==> src/rtl/frame_gate_pkg.sv <==
package frame_gate_pkg;
  localparam int OFS_CTRL   = 0;
  localparam int OFS_STAT   = 1;
  localparam int OFS_RSVD   = 2;
  localparam int OFS_WIDTH  = 3;
  localparam int OFS_HEIGHT = 4;
  localparam int NUM_OFS    = 5;
endpackage

==> src/rtl/frame_gate_regbank.sv <==
module frame_gate_regbank
  import frame_gate_pkg::*;
#(
  parameter int DATA_W = 32,
  parameter int ADDR_W = 4,
  parameter int DIM_W  = 12,
  parameter int DEF_W  = 640,
  parameter int DEF_H  = 480
) (
  input  logic              clk,
  input  logic              rst,
  input  logic              rd,
  input  logic              wr,
  input  logic [ADDR_W-1:0] addr,
  input  logic [DATA_W-1:0] wdata,
  input  logic              busy_i,
  output logic [DATA_W-1:0] rdata,
  output logic              go_o,
  output logic [DIM_W-1:0]  width_o,
  output logic [DIM_W-1:0]  height_o
);
  localparam int PAD_W = DATA_W - DIM_W;

  logic [NUM_OFS-1:0] sel;
  logic [DATA_W-1:0]  rd_mux;

  for (genvar i = 0; i < NUM_OFS; i++) begin : g_dec
    assign sel[i] = (addr == ADDR_W'(i));
  end

  always_ff @(posedge clk) begin
    if (rst) begin
      go_o     <= 1'b0;
      width_o  <= DIM_W'(DEF_W);
      height_o <= DIM_W'(DEF_H);
    end else if (wr) begin
      if (sel[OFS_CTRL])   go_o     <= wdata[0];
      if (sel[OFS_WIDTH])  width_o  <= wdata[DIM_W-1:0];
      if (sel[OFS_HEIGHT]) height_o <= wdata[DIM_W-1:0];
    end
  end

  always_comb begin
    rd_mux = '0;
    if (sel[OFS_CTRL])   rd_mux[0] = go_o;
    if (sel[OFS_STAT])   rd_mux[0] = busy_i;
    if (sel[OFS_WIDTH])  rd_mux    = {{PAD_W{1'b0}}, width_o};
    if (sel[OFS_HEIGHT]) rd_mux    = {{PAD_W{1'b0}}, height_o};
  end

  always_ff @(posedge clk) begin
    if (rst)     rdata <= '0;
    else if (rd) rdata <= rd_mux;
  end
endmodule

==> src/rtl/frame_gate_seq.sv <==
module frame_gate_seq #(
  parameter int DIM_W = 12,
  parameter int DEF_W = 640,
  parameter int DEF_H = 480
) (
  input  logic             clk,
  input  logic             rst,
  input  logic             go_i,
  input  logic [DIM_W-1:0] width_i,
  input  logic [DIM_W-1:0] height_i,
  input  logic             req_i,
  input  logic             done_i,
  output logic             ack_o,
  output logic             busy_o,
  output logic [DIM_W-1:0] width_o,
  output logic [DIM_W-1:0] height_o
);
  logic accept;
  assign accept = !busy_o && req_i && go_i;

  always_ff @(posedge clk) begin
    if (rst) begin
      busy_o   <= 1'b0;
      ack_o    <= 1'b0;
      width_o  <= DIM_W'(DEF_W);
      height_o <= DIM_W'(DEF_H);
    end else begin
      ack_o <= accept;
      if (accept) begin
        busy_o   <= 1'b1;
        width_o  <= width_i;
        height_o <= height_i;
      end else if (busy_o && done_i) begin
        busy_o <= 1'b0;
      end
    end
  end
endmodule

==> src/rtl/frame_gate_ctrl.sv <==
module frame_gate_ctrl #(
  parameter int DATA_W = 32,
  parameter int ADDR_W = 4,
  parameter int DIM_W  = 12,
  parameter int DEF_W  = 640,
  parameter int DEF_H  = 480
) (
  input  logic              clk,
  input  logic              rst,
  input  logic              reg_rd,
  input  logic              reg_wr,
  input  logic [ADDR_W-1:0] reg_addr,
  input  logic [DATA_W-1:0] reg_wdata,
  output logic [DATA_W-1:0] reg_rdata,
  input  logic              frm_req,
  input  logic              frm_done,
  output logic              frm_ack,
  output logic              frm_busy,
  output logic [DIM_W-1:0]  frm_width,
  output logic [DIM_W-1:0]  frm_height
);
  logic             go_q;
  logic [DIM_W-1:0] width_q;
  logic [DIM_W-1:0] height_q;

  frame_gate_regbank #(
    .DATA_W(DATA_W), .ADDR_W(ADDR_W), .DIM_W(DIM_W), .DEF_W(DEF_W), .DEF_H(DEF_H)
  ) u_regs (
    .clk(clk), .rst(rst), .rd(reg_rd), .wr(reg_wr), .addr(reg_addr),
    .wdata(reg_wdata), .busy_i(frm_busy), .rdata(reg_rdata),
    .go_o(go_q), .width_o(width_q), .height_o(height_q)
  );

  frame_gate_seq #(
    .DIM_W(DIM_W), .DEF_W(DEF_W), .DEF_H(DEF_H)
  ) u_seq (
    .clk(clk), .rst(rst), .go_i(go_q), .width_i(width_q), .height_i(height_q),
    .req_i(frm_req), .done_i(frm_done), .ack_o(frm_ack), .busy_o(frm_busy),
    .width_o(frm_width), .height_o(frm_height)
  );
endmodule

==> config.mk <==
export PLATFORM = sky130hd
export DESIGN_NAME = frame_gate_ctrl
export DESIGN_NICKNAME = d
export VERILOG_FILES = /design/src/rtl/frame_gate_pkg.sv /design/src/rtl/frame_gate_regbank.sv /design/src/rtl/frame_gate_seq.sv /design/src/rtl/frame_gate_ctrl.sv
export SDC_FILE = /design/constraint.sdc
export NUM_CORES = 1
export LEC_CHECK = 0
export ABC_CLOCK_PERIOD_IN_PS = 1380
export BUFFER_PORTS_ARGS = -buffer_cell sky130_fd_sc_hd__buf_4
export CAP_MARGIN = 20
export CORE_UTILIZATION = 35
export DETAILED_ROUTE_END_ITERATION = 8
export GPL_TIMING_DRIVEN = 0
export PLACE_DENSITY = 0.64
export SYNTH_ARGS = -nofsm -noshare
export SYNTH_HDL_FRONTEND = slang
export SYNTH_SLANG_ARGS = --single-unit
==> constraint.sdc <==
create_clock -name clk -period 1.38 [get_ports clk]
set_input_delay 0.207 -clock clk [delete_from_list [all_inputs] [get_ports clk]]
set_output_delay 0.207 -clock clk [all_outputs]
set_load 0.01 [all_outputs]
== Yosys cells after proc, flatten, opt, wreduce, memory -nomap -nowiden ==
Cells that the tools add are included.

* Flip-flop bits (word level): 83
* Latch bits: 0
* Bits in writable memories: 0
* Bits in read-only memories: 0
* Input port bits: 42
* Output and inout bits: 58
* Logic and storage cells: 26
* Memories: 0

* Add/subtract/negate cells: 0
* $mul: 0
* Div/mod/pow operators: 0
* $lt $le $gt $ge: 0
* Eq/ne operators: 3
* Shift operators: 0
* Muxes and demuxes: 6
* Bitwise operators: 0
* Reductions and logical operators: 9

{| class="wikitable"
|+ Operators with widths
! operator !! number
|-
| $mux W12 || 2
|-
| $reduce_and A2 Y1 || 3
|-
| $eq A4 B1 Y1 const B || 1
|-
| $eq A4 B2 Y1 const B || 1
|-
| $eq A4 B3 Y1 const B || 1
|-
| $logic_not A4 Y1 || 1
|-
| $mux W1 || 4
|-
| $logic_and A1 B1 Y1 || 3
|-
| $reduce_bool A2 Y1 || 1
|-
| $logic_not A1 Y1 || 1
|}

== Longest topological paths before layout ==
* Depth in word-level cells: 5
* Depth in mapped cells: 5
* Depth with buffers taken out: 4

== Modules after synthesis ==
Synthesis repeated with hierarchy kept, for this count alone.

* Cell total of the unflattened synthesis: 305
* Area total of the unflattened synthesis: 2847.7 um^2

{| class="wikitable"
|+ Modules (own cells, without submodules)
! module !! times used !! cells each !! area each (um^2) !! seq. area each (um^2)
|-
| frame_gate_regbank || 1 || 195 || 1712.9 || 740.7
|-
| frame_gate_seq || 1 || 110 || 1134.8 || 520.5
|}

== Worst setup path after synthesis ==
OpenSTA, ideal clock, no wires.

* Path type: reg-to-reg
* Start point: reg u_seq.busy_o
* End point: reg u_seq.width_o[4]
* Library setup time: 70 ps
* Arrival: 1117 ps
* Data required time: 1310 ps
* Path slack: 192 ps
* Cell stages (with the launch flop): 5
* Path buffers: 1
* Clock period less this slack: 1188 ps
* Cells stage by stage: dfxtp_1 -> nand3b_1 -> clkbuf_1 -> nand2_1 -> a21oi_1

* Cells in the longest elaborated chain, start to end: 3

{| class="wikitable"
|+ Ends and longest elaborated chain
! element !! line !! text
|-
| from (decl) || frame_gate_seq.sv:14 || <nowiki>output logic busy_o,</nowiki>
|-
| from (signal assigned) || frame_gate_seq.sv:23 || <nowiki>busy_o <= 1'b0;</nowiki>
|-
| from (signal assigned) || frame_gate_seq.sv:30 || <nowiki>busy_o <= 1'b1;</nowiki>
|-
| from (signal assigned) || frame_gate_seq.sv:34 || <nowiki>busy_o <= 1'b0;</nowiki>
|-
| $logic_not A1 Y1 || frame_gate_seq.sv:19 || <nowiki>assign accept = !busy_o && req_i && go_i;</nowiki>
|-
| $logic_and A1 B1 Y1 (2 in a row) || frame_gate_seq.sv:19 ||
|-
| to (signal assigned) || frame_gate_seq.sv:25 || <nowiki>width_o <= DIM_W'(DEF_W);</nowiki>
|-
| to (signal assigned) || frame_gate_seq.sv:31 || <nowiki>width_o <= width_i;</nowiki>
|-
| to (decl) || frame_gate_seq.sv:15 || <nowiki>output logic [DIM_W-1:0] width_o,</nowiki>
|}

Every way passes these cells.
A chain may end at the register's enable or synchronous reset.

== Worst setup path in the final report ==
* Start point: reg u_seq.busy_o
* End point: reg u_seq.width_o[5]

The elaborated chain is that of the path after synthesis.

==> impl_metrics.py <==
metrics = {
    "status": {
        "outcome": "complete, no violations",
    },
    "clock_tree": {
        "clockBufferDepth": 2,
        "h-tree-depth": 3,
        "cts_buffers": 9,
        "clk_pin_slew_worst_paths_ns": 0.07,
        "clkSinkCount": 63,
        "cts_tree": "built",
        "clk-insertion-delay-late_ns": 0.34,
        "cts_root_buffer": "clkbuf_8",
    },
    "layout": {
        "antenna_cells": 0,
        "drive_gt1_frac": 0.2782,
        "fill_cells": 724,
        "final_nets": 436,
        "area_growth_pct": 33.33,
    },
    "power": {
        "cellPowerDensity_nw_per_um2": 1105,
        "power_leakage_nw": 1.419,
        "vdd_ir_drop_max_uv": 473.7,
        "total_power_mw": 3.728,
    },
    "logic_synthesis": {
        "yosysTopAreaCell": "dfxtp_1",
        "synthDistinctLibCells": 24,
        "post-synth-top-count-cell": "nand2_1",
        "synthTopCellsByArea": "dfxtp_1, nand2_1, a21oi_1",
        "yosysWarnings": 0,
        "synthTopCellsByCount": "nand2_1, dfxtp_1, a21oi_1",
        "async_reset_ff_frac": 0,
        "synth_top_area_frac": 0.4985,
        "syn-cell-area_um2": 2530,
        "synth_seq_cells": 63,
        "postSynthAreaPerCell_um2": 8.322,
        "yosysSeqAreaShare": 0.4985,
        "synth_ff_type": "dfxtp_1",
        "synthCells": 304,
        "synth_edf_count": 0,
    },
    "hold_path": {
        "hold_depth": 3,
        "hold_path_end": "u_regs.height_o[5]$_SDFFE_PP1P_",
        "holdCritPathClass": "primary input to flip-flop",
        "min_from": "reg_wdata[5]",
    },
    "setup_path": {
        "cp.required_ns": 1.64,
        "cp_cell_sequence": "nand3b_1 > buf_2 > nand2_1 > a21oi_1",
        "endpoint_kind": "flip-flop",
        "r2r_cells": 4,
        "crit_buf_inv": 1,
        "crit_fanout": 10,
        "crit_slowest_cell": "dfxtp_1",
        "reg2reg_slack_ns": 0.11,
        "rr_startpoint": "u_seq.busy_o$_SDFFE_PP0P_",
        "crit_family": "flip-flops",
        "cpPeakStageDelay_ns": 0.39,
        "worst-setup-path-type": "flip-flop to flip-flop",
        "cp.depth": 4,
        "r2r_end": "u_seq.width_o[5]$_SDFFE_PP0P_",
        "crit_arrival_ns": 1.53,
        "worstSetupStartpointType": "flip-flop",
    },
    "route": {
        "wl_per_cell_um": 12.87,
        "drc_errors": 0,
        "vias": 2267,
        "finalWirelength_mm": 6.371,
        "antenna_left": 0,
        "drt_iter0_markers": 120,
        "dr.pass1.iters": 4,
        "viasPerCell": 4.580,
    },
    "sta": {
        "period_share": 0.9181,
        "fmax_ghz": 0.7893,
        "rsz0062_at_grt": "no",
        "clock_skew_ns": 0.003490,
        "period_needed_ns": 1.267,
        "slew_viol_final": 0,
        "final-setup-viol-count": 0,
        "setup_tns_ns": 0,
        "hold_viol": 0,
        "tightest_slew_ns": 0.5637,
        "slew-limit-headroom": 0.6242,
    },
    "global_routing": {
        "grt_pass1_wl_mm": 9.715,
        "grt_max_degree": 11,
        "grt_pass1_vias": 1983,
        "antenna_found_initial": 0,
        "grt_overflow": 0,
        "grt_util_all_layers": 0.1729,
    },
    "floorplan": {
        "fp-row-count": 30,
        "die-area_um2": 7572,
        "start_util": 0.3663,
        "coreArea_um2": 6907,
        "die_width_um": 87.02,
        "fp.dieH_um": 87.02,
        "io_pins": 100,
    },
    "placed_design": {
        "gp_congestion": 0.8409,
        "hpwlAfterDp_mm": 4.538,
        "numPortBuffers": 58,
    },
    "run": {
        "maxCapViolCount": 0,
    },
}
## flip-flops by register name, indices dropped and copies added, names as in the netlist
register	cells
u_regs.width_o	12
u_seq.ack_o	1
u_seq.busy_o	1
u_regs.height_o	12
u_seq.height_o	12
u_seq.width_o	12
u_regs.go_o	1
u_regs.rdata	12
## placed cells by master (no fill, tap or decap), drive strengths merged, types with 2 or more instances in the layout
cell type  synthesis  layout
nand2            100     100
buf               28      89
dfxtp             63      63
a21oi             37      37
clkbuf            12      23
conb               1      20
nor2              16      16
nand3b            13      13
a211oi            11      11
a22oi             11      11
clkinv             0       3
mux2i              2       2
and2               2       2
## metal layers
metal / part of all wire / track usage / wire [µm] / vias to the layer above
li1: - / - / - / 1149
met1: 0.47 / 0.2310 / 3016 / 1042
met2: 0.46 / 0.2663 / 2937 / 65
met3: 0.047 / 0.03886 / 299 / 11
met4: 0.019 / 0.07727 / 118 / 0
met5: 0 / 0 / 0 / -
## stage by stage
| stage | instances | hold WS (ns) | instance area [µm²] | setup slack [ns] | util |
|---|---|---|---|---|---|
| 2_1_floorplan | 323 | 0.3309 | 2601 | 0.1921 | - |
| 3_3_place_gp | 477 | 0.4311 | 3157 | -0.08132 | 0.4571 |
| 3_5_place_dp | 477 | 0.4394 | 3157 | -0.09116 | 0.4571 |
| 4_1_cts | 493 | 0.09351 | 3349 | 0.05998 | 0.4850 |
| 5_1_grt | 495 | 0.1040 | 3373 | 0.01909 | 0.4884 |
| 6_report | 495 | 0.09511 | 3373 | 0.1130 | 0.4884 |
## report_power, final
group / leakage, nW / switching, mW / total, mW / internal, mW
registers: 0.511 / 0.0197 / 1.87 / 1.85
logic: 0.808 / 0.156 / 0.300 / 0.144
clock network: 0.100 / 0.684 / 1.56 / 0.875
## how the worst max path moves through the flow
stage	start	slack (ns)	endpoint
final	u_seq.busy_o$_SDFFE_PP0P_	0.11	u_seq.width_o[5]$_SDFFE_PP0P_
after global routing	u_seq.busy_o$_SDFFE_PP0P_	0.02	u_seq.width_o[4]$_SDFFE_PP0P_
after CTS	u_seq.busy_o$_SDFFE_PP0P_	0.06	u_seq.width_o[5]$_SDFFE_PP0P_
after detailed placement	reg_addr[0]	-0.09	u_regs.height_o[10]$_SDFFE_PP0P_
after global placement	u_seq.busy_o$_SDFFE_PP0P_	-0.08	u_seq.width_o[5]$_SDFFE_PP0P_
after floorplan	u_seq.busy_o$_SDFFE_PP0P_	0.19	u_seq.width_o[4]$_SDFFE_PP0P_
## cell type report
type                       count  area, µm²  area share
sequential                    63       1261      0.3739
clock buffer                  12      145.1     0.04303
buffer                        39      256.5     0.07604
multi-input combinational    220       1087      0.3223
timing repair buffer          61      457.9      0.1358
tap                           96      120.1     0.03561
clock inverter                 4      45.04     0.01335
## worst register-to-register path: cells and delay by family (launching register included)
kind                   cells  cell delay (ns)
and+or+nand+nor            2             0.35
buffers and inverters      1             0.31
AOI/OAI and AO/OA          1             0.14
DFF                        1             0.39
## what timing repair did
item,4_1_cts,5_1_grt
setup buffers,0,3
setup endpoints to repair,18,19
hold buffers,0,0
resized for setup,2,4
## cell families after synthesis
family / after synthesis / synth area share
and+or+nand+nor: 137 / 0.2413
DFF: 63 / 0.4985
AOI/OAI and AO/OA: 61 / 0.1508
buffers and inverters: 40 / 0.09990
muxes: 2 / 0.007913
other: 1 / 0.001482
(Power assumes the default switching activity.)
